**config.mk**
```make
export PLATFORM = sky130hd
export DESIGN_NAME = smbus_hwack_slave
export DESIGN_NICKNAME = d
export VERILOG_FILES = /design/src/rtl/smbs_pkg.sv /design/src/rtl/smbs_sync.sv /design/src/rtl/smbs_addr_match.sv /design/src/rtl/smbs_fsm.sv /design/src/rtl/smbus_hwack_slave.sv
export SDC_FILE = /design/constraint.sdc
export NUM_CORES = 1
export LEC_CHECK = 0
export CAP_MARGIN = 10
export CORE_UTILIZATION = 31
export DETAILED_ROUTE_END_ITERATION = 6
export GPL_ROUTABILITY_DRIVEN = 1
export MAX_ROUTING_LAYER = met4
export SYNTH_ARGS = -nofsm -noshare
export SYNTH_HDL_FRONTEND = slang
export SYNTH_SLANG_ARGS = --single-unit
```
**constraint.sdc**
```tcl
create_clock -name clk -period 2.26 [get_ports clk]
set_input_delay 0.565 -clock clk [delete_from_list [all_inputs] [get_ports clk]]
set_output_delay 0.565 -clock clk [all_outputs]
set_load 0.005 [all_outputs]
```
**src/rtl/smbs_pkg.sv**
```systemverilog
package smbs_pkg;
  typedef enum logic [3:0] {
    S_IDLE,   // no transfer
    S_ADDR,   // shifting address byte
    S_AHOLD,  // address received, software decides
    S_AACK,   // address acknowledge bit on the bus
    S_RX,     // receiving data byte
    S_RHOLD,  // data received, software decides
    S_RACK,   // data acknowledge bit on the bus
    S_TX,     // sending data byte
    S_TACK,   // master's acknowledge bit
    S_POST,   // interrupt after an acknowledge cycle
    S_IGN     // ignored until next START
  } slv_state_t;
endpackage

```
**src/rtl/smbs_sync.sv**
```systemverilog
module smbs_sync #(
  parameter int STAGES = 2
) (
  input  logic clk,
  input  logic rst_n,
  input  logic scl_i,
  input  logic sda_i,
  output logic sda_s,
  output logic scl_rise,
  output logic scl_fall,
  output logic start_det,
  output logic stop_det
);
  logic [STAGES-1:0] scl_r, sda_r;
  logic scl_p, sda_p, scl_s;

  always_ff @(posedge clk or negedge rst_n) begin
    if (!rst_n) begin
      scl_r <= '1;
      sda_r <= '1;
      scl_p <= 1'b1;
      sda_p <= 1'b1;
    end else begin
      scl_r <= {scl_r[STAGES-2:0], scl_i};
      sda_r <= {sda_r[STAGES-2:0], sda_i};
      scl_p <= scl_s;
      sda_p <= sda_s;
    end
  end

  assign scl_s     = scl_r[STAGES-1];
  assign sda_s     = sda_r[STAGES-1];
  assign scl_rise  = scl_s & ~scl_p;
  assign scl_fall  = ~scl_s & scl_p;
  assign start_det = scl_s & scl_p & sda_p & ~sda_s;
  assign stop_det  = scl_s & scl_p & ~sda_p & sda_s;
endmodule

```
**src/rtl/smbs_addr_match.sv**
```systemverilog
module smbs_addr_match #(
  parameter int AW = 7
) (
  input  logic [AW-1:0] addr_bits,
  input  logic [AW-1:0] own_addr,
  input  logic [AW-1:0] cmp_mask,
  output logic          hit
);
  assign hit = ((addr_bits ^ own_addr) & cmp_mask) == '0;
endmodule

```
**src/rtl/smbs_fsm.sv**
```systemverilog
module smbs_fsm
  import smbs_pkg::*;
#(
  parameter int DW = 8
) (
  input  logic          clk,
  input  logic          rst_n,
  input  logic          scl_rise,
  input  logic          scl_fall,
  input  logic          start_det,
  input  logic          stop_det,
  input  logic          sda_s,
  input  logic          hw_ack,
  input  logic          inhibit,
  input  logic          addr_hit,
  input  logic [DW-1:0] wr_data,
  input  logic          wr_en,
  input  logic          irq_clr,
  input  logic          sw_ack,
  output logic [DW-1:0] sh_byte,
  output logic [DW-1:0] rd_data,
  output logic          irq,
  output logic          ack_req,
  output logic          master_ack,
  output logic          tx_err,
  output logic          sda_oe
);
  localparam int CW = $clog2(DW + 1);
  localparam logic [CW-1:0] FULL = CW'(DW);

  slv_state_t    st;
  logic [CW-1:0] cnt;
  logic [DW-1:0] sh, rdat, txd;
  logic          tx_full, rw, irq_q, ackrq_q, mack_q, err_q, sda_q;

  always_ff @(posedge clk or negedge rst_n) begin
    if (!rst_n) begin
      st      <= S_IDLE;
      cnt     <= '0;
      sh      <= '0;
      rdat    <= '0;
      txd     <= '0;
      tx_full <= 1'b0;
      rw      <= 1'b0;
      irq_q   <= 1'b0;
      ackrq_q <= 1'b0;
      mack_q  <= 1'b1;
      err_q   <= 1'b0;
      sda_q   <= 1'b0;
    end else begin
      if (irq_clr && irq_q) begin
        irq_q   <= 1'b0;
        ackrq_q <= 1'b0;
      end
      if (wr_en) begin
        if (irq_q && st == S_POST && !mack_q) begin
          err_q <= 1'b1;
        end else begin
          txd     <= wr_data;
          tx_full <= 1'b1;
        end
      end
      if (start_det) begin
        sda_q  <= 1'b0;
        cnt    <= '0;
        err_q  <= 1'b0;
        mack_q <= 1'b1;
        st     <= inhibit ? S_IGN : S_ADDR;
      end else if (stop_det) begin
        sda_q <= 1'b0;
        st    <= S_IDLE;
      end else begin
        case (st)
          S_ADDR, S_RX: begin
            if (scl_rise) begin
              sh  <= {sh[DW-2:0], sda_s};
              cnt <= cnt + 1'b1;
            end else if (scl_fall && cnt == FULL) begin
              rdat <= sh;
              cnt  <= '0;
              if (st == S_ADDR) rw <= sh[0];
              if (!hw_ack) begin
                irq_q   <= 1'b1;
                ackrq_q <= 1'b1;
                st      <= (st == S_ADDR) ? S_AHOLD : S_RHOLD;
              end else if (st == S_RX || addr_hit) begin
                sda_q <= 1'b1;
                st    <= (st == S_ADDR) ? S_AACK : S_RACK;
              end else begin
                st <= S_IGN;
              end
            end
          end
          S_AHOLD, S_RHOLD: begin
            if (irq_clr && irq_q) begin
              if (sw_ack) begin
                sda_q <= 1'b1;
                st    <= (st == S_AHOLD) ? S_AACK : S_RACK;
              end else begin
                st <= (st == S_AHOLD) ? S_IGN : S_RACK;
              end
            end
          end
          S_AACK, S_RACK: begin
            if (scl_fall) begin
              sda_q <= 1'b0;
              cnt   <= '0;
              if (hw_ack) begin
                irq_q <= 1'b1;
                st    <= S_POST;
              end else if (st == S_AACK && rw && tx_full) begin
                sh      <= txd;
                sda_q   <= ~txd[DW-1];
                tx_full <= 1'b0;
                st      <= S_TX;
              end else begin
                st <= S_RX;
              end
            end
          end
          S_POST: begin
            if (irq_clr && irq_q) begin
              cnt <= '0;
              if (rw && tx_full) begin
                sh      <= txd;
                sda_q   <= ~txd[DW-1];
                tx_full <= 1'b0;
                st      <= S_TX;
              end else begin
                sda_q <= 1'b0;
                st    <= S_RX;
              end
            end
          end
          S_TX: begin
            if (scl_rise) begin
              cnt <= cnt + 1'b1;
            end else if (scl_fall) begin
              if (cnt == FULL) begin
                sda_q <= 1'b0;
                st    <= S_TACK;
              end else begin
                sh    <= {sh[DW-2:0], 1'b0};
                sda_q <= ~sh[DW-2];
              end
            end
          end
          S_TACK: begin
            if (scl_rise) begin
              mack_q <= ~sda_s;
            end else if (scl_fall) begin
              irq_q <= 1'b1;
              cnt   <= '0;
              st    <= S_POST;
            end
          end
          default: ;
        endcase
      end
    end
  end

  assign sh_byte    = sh;
  assign rd_data    = rdat;
  assign irq        = irq_q;
  assign ack_req    = ackrq_q;
  assign master_ack = mack_q;
  assign tx_err     = err_q;
  assign sda_oe     = sda_q;

  assert_ackreq_with_irq_R2: assert property (@(posedge clk) disable iff (!rst_n)
    ack_req |-> irq);
  assert_start_takes_addr_R1: assert property (@(posedge clk) disable iff (!rst_n)
    (start_det && !inhibit) |=> (st == S_ADDR));
  assert_ignored_quiet_R4: assert property (@(posedge clk) disable iff (!rst_n)
    (st == S_IGN && !start_det) |=> (!$rose(irq) && !sda_oe));
  assert_err_needs_nack_R8: assert property (@(posedge clk) disable iff (!rst_n)
    $rose(tx_err) |-> !master_ack);
  assert_stop_to_idle_R10: assert property (@(posedge clk) disable iff (!rst_n)
    (stop_det && !start_det) |=> (!sda_oe && st == S_IDLE));
  assert_release_for_mack_R7: assert property (@(posedge clk) disable iff (!rst_n)
    (st == S_TACK) |-> !sda_oe);
endmodule

```
**src/rtl/smbus_hwack_slave.sv**
```systemverilog
module smbus_hwack_slave #(
  parameter int DATA_W      = 8,
  parameter int SYNC_STAGES = 2
) (
  input  logic              clk,
  input  logic              rst_n,
  input  logic              scl_i,
  input  logic              sda_i,
  output logic              scl_oe,
  output logic              sda_oe,
  input  logic [DATA_W-2:0] cfg_own_addr,
  input  logic [DATA_W-2:0] cfg_addr_mask,
  input  logic              cfg_hw_ack,
  input  logic              cfg_inhibit,
  input  logic [DATA_W-1:0] wr_data,
  input  logic              wr_en,
  output logic [DATA_W-1:0] rd_data,
  input  logic              irq_clr,
  input  logic              sw_ack,
  output logic              irq,
  output logic              ack_req,
  output logic              master_ack,
  output logic              tx_err
);
  localparam int AW = DATA_W - 1;

  logic sda_s, scl_rise, scl_fall, start_det, stop_det, addr_hit;
  logic [DATA_W-1:0] sh_byte;

  smbs_sync #(.STAGES(SYNC_STAGES)) u_sync (
    .clk(clk), .rst_n(rst_n), .scl_i(scl_i), .sda_i(sda_i),
    .sda_s(sda_s), .scl_rise(scl_rise), .scl_fall(scl_fall),
    .start_det(start_det), .stop_det(stop_det)
  );

  smbs_addr_match #(.AW(AW)) u_match (
    .addr_bits(sh_byte[DATA_W-1:1]), .own_addr(cfg_own_addr),
    .cmp_mask(cfg_addr_mask), .hit(addr_hit)
  );

  smbs_fsm #(.DW(DATA_W)) u_fsm (
    .clk(clk), .rst_n(rst_n), .scl_rise(scl_rise), .scl_fall(scl_fall),
    .start_det(start_det), .stop_det(stop_det), .sda_s(sda_s),
    .hw_ack(cfg_hw_ack), .inhibit(cfg_inhibit), .addr_hit(addr_hit),
    .wr_data(wr_data), .wr_en(wr_en), .irq_clr(irq_clr), .sw_ack(sw_ack),
    .sh_byte(sh_byte), .rd_data(rd_data), .irq(irq), .ack_req(ack_req),
    .master_ack(master_ack), .tx_err(tx_err), .sda_oe(sda_oe)
  );

  // Stretch the clock while software owes a response
  assign scl_oe = irq;
endmodule

```
==> flow_summary_export.csv, run 1 <==
group,metric,value,unit
sta,setup-violations-final,0,
placed_design,place.gp.congestion,0.919,
final_layout,syn2layout_area_growth,33.8,%
power,ir_drop,0.416,mV
placed_design,dp_slack,-226,ps
critical_path,crit_type,"reg -> reg",
synthesis,synth_area,0.00279,mm2
die,die-area,0.00938,mm2
sta,fin_crit,2160,ps
power,p_seq_frac,0.285,
sta,fmax,0.463,GHz
synthesis,async_reset_ff_frac,1.00,
synthesis,synthMuxAreaShare,0.113,
clock_tree,clock-root-buffer,"clkbuf_8",
die,fp.dieH,96.9,um
synthesis,synth_area_per_cell,10.0,um2
synthesis,synth_ff_type,"dfrtp_1",
critical_path,crit_required,2450,ps
synthesis,yosysWarnings,0,
clock_tree,htree_levels,2,
global_route,grt_antenna_before_repair,0,
critical_path,end_kind,"register",
synthesis,synthXorXnorAreaFrac,0.0283,
synthesis,yosys.area_share.simple,0.197,
routing,firstDrtPassIters,4,
critical_path,rrSetupSlack,100,ps
die,rows,34,
sta,period_share,0.956,
synthesis,synth_cell_types,68,
sta,clock-skew-final,10.8,ps
critical_path,r2r_end,"u_fsm.sda_oe$_DFFE_PN0P_",
routing,drt-total-wl,7850,um
critical_path,cp.arrival,2350,ps
placed_design,portBuffers,44,
final_layout,layout_common_cells,"43 x clkdlybuf4s50_1, 38 x buf_4, 36 x dfrtp_1",
synthesis,synth_edf_count,0,
power,p_int,2.57,mW
global_route,grt_pass1_vias,2463,
critical_path,crit_fanout,10,
placed_design,dpl_cell_area,0.00361,mm2
final_layout,drive_gt1_frac,0.270,
routing,drc,0,
synthesis,syn_nets,312,
routing,vias,2456,
sta,drv_slew,0,
clock_tree,cts_tree,"yes",
critical_path,r2r_start,"u_fsm.st[1]$_DFFE_PN0P_",
clock_tree,cts.sinks,45,
power,pwr-share-comb,0.569,
global_route,overflow,0,
routing,dr.max_layer_used,"met4",
routing,drt-initial-drc-count,174,
power,p_sw,1.73,mW
routing,ant_nets,0,
power,power,4.30,mW
synthesis,synth-compound-area-share,0.196,
synthesis,synth_cells,279,
synthesis,synth-seq-area-share,0.407,
job,maxCapViolCount,0,
final_layout,final_net_count,387,
die,core_area,0.00872,mm2
final_layout,fin_area,0.00373,mm2
routing,wl_met1,3470,um
die,ios,45,
routing,wl_met3,373,um
synthesis,synth_fa_ha_area_frac,0.00897,
min_path,hp-class,"in -> async",
status,status,"completed",
sta,rsz0062_at_grt,"no",
power,clkPwrFrac,0.146,
critical_path,reg2regPathDepth,7,
die,fp.dieW,96.9,um
sta,postLayoutSetupSlackWorst,100,ps
critical_path,start_kind,"register",
global_route,track_usage,0.181,
synthesis,synth_top_family_by_area,"simple AND/OR/NAND/NOR gates",
final_layout,layout_commonest_cell,"clkdlybuf4s50_1",
routing,vias_per_cell,5.30,
clock_tree,cts_max_path_buffers,2,
sta,final_hold_viol_count,0,
clock_tree,insertion_delay,300,ps
routing,wl_per_cell,17.0,um
sta,max_slew_margin,0.662,
placed_design,hpwl,5980,um
synthesis,synth_seq_cells,45,
die,start_util,0.320,
clock_tree,numCtsBuffers,5,
global_route,grt_max_degree,28,
power,powerDensity,1150,mW/mm2
routing,met2_wirelength,3840,um
final_layout,n_antenna_cell,0,
power,power_switching_share,0.403,
sta,worst_slew_pin_slew,507,ps
power,p_leak,1.60,nW
global_route,grt_pass1_wl,13100,um
clock_tree,path_clk_slew,90,ps
==> area by class of cell <==
type	count	area [um2]
Sequential cell	45	1140
Clock inverter	3	43.8
Timing Repair Buffer	86	801
Clock buffer	5	68.8
Inverter	8	30.0
Multi-Input combinational cell	208	1520
Fill cell	822	4990
Tap cell	108	135
==> Yosys cell counts (3+ instances only) <==
library cell,n,area (um2)
dfrtp_1,38,951
nand2_1,23,86.3
a21oi_1,20,100
mux2_2,19,214
o21ai_0,16,80.1
nor2_1,15,56.3
buf_2,9,45.0
mux2i_1,9,90.1
nor2b_1,8,50.1
xor2_1,8,70.1
dfstp_2,7,184
inv_1,6,22.5
nand2b_1,6,37.5
nand3_1,6,30.0
nor3_1,5,25.0
a22oi_1,4,30.0
o21ai_1,4,20.0
a211oi_1,3,22.5
buf_6,3,33.8
clkbuf_1,3,11.3
o211ai_1,3,22.5
==> power groups by stage <==
stage               clock (mW)  combinational [mW]  sequential (mW)
floorplan                    0                1.62             1.13
global placement             0                2.41             1.23
detailed placement           0                2.42             1.23
CTS                      0.655                2.43             1.22
global route             0.689                2.68             1.25
finish                   0.627                2.45             1.23
==> routing by layer <==
metal,global-route usage,up-vias
met5,-,-
met4,0.0608,0
met3,0.0318,14
met2,0.281,84
met1,0.240,1190
li1,-,1168
==> worst max-delay path by stage <==
stage,start,to,cells past startpoint
floorplan,u_fsm.cnt[0]$_DFFE_PN0P_,u_fsm.sda_oe$_DFFE_PN0P_,9
global placement,cfg_own_addr[3],u_fsm.st[0]$_DFFE_PN0P_,8
detailed placement,irq_clr,u_fsm.sda_oe$_DFFE_PN0P_,7
CTS,u_fsm.st[0]$_DFFE_PN0P_,u_fsm.sda_oe$_DFFE_PN0P_,8
global route,u_fsm.cnt[0]$_DFFE_PN0P_,u_fsm.sda_oe$_DFFE_PN0P_,8
finish,u_fsm.st[1]$_DFFE_PN0P_,u_fsm.sda_oe$_DFFE_PN0P_,7
==> worst max-delay path: stages (launching register included) <==
cell and delay, ps:
dfrtp_2 500, buf_4 180, or4b_1 510, nand3_1 100, and3_1 250, nor4_2 70, mux2_1 320, o311a_1 120
==> what timing repair did <==
item | 4_1_cts | 5_1_grt
gates resized for setup | 0 | 3
hold buffers | 0 | 0
endpoints found under the setup margin | 0 | 12
endpoints found under the hold margin | 0 | 0
setup buffers | 0 | 1
==> stage by stage <==
step	hold slack (ps)	util	setup TNS, ps	cells
6_report	221	0.428	0	463
5_1_grt	244	0.428	0	463
4_1_cts	225	0.427	0	462
3_5_place_dp	348	0.414	-2590	454
3_3_place_gp	347	0.414	-2160	454
2_1_floorplan	269	-	0	279
==> kinds of logic after synthesis <==
| group | Yosys count |
|---|---|
| mux | 29 |
| buf+inv | 26 |
| xor+xnor | 9 |
| fa+ha+maj | 2 |
| compound gates | 78 |
| flops | 45 |
| simple gates | 90 |
==> registers in the layout (all words and copies together), names as in the netlist, 2 cells and up <==
register and cells:
u_fsm.sh_byte 8, u_fsm.rd_data 8, u_sync.scl_r 2, u_sync.sda_r 2, u_fsm.st 4, u_fsm.txd 8
u_fsm.cnt 4
Power figures use the tool's default switching activity.
==> run 2: changes to the inputs <==
Settings changed: CTS_CLUSTER_SIZE from default to 12.
==> results of run 2 <==
The final DEF is identical to that of run 1; final timing and power are the same.
==> run 3: changes to the inputs <==
Settings changed: CAP_MARGIN 10 to 20.
==> results of run 3 <==
The final DEF is identical to that of run 1; final timing and power are the same.
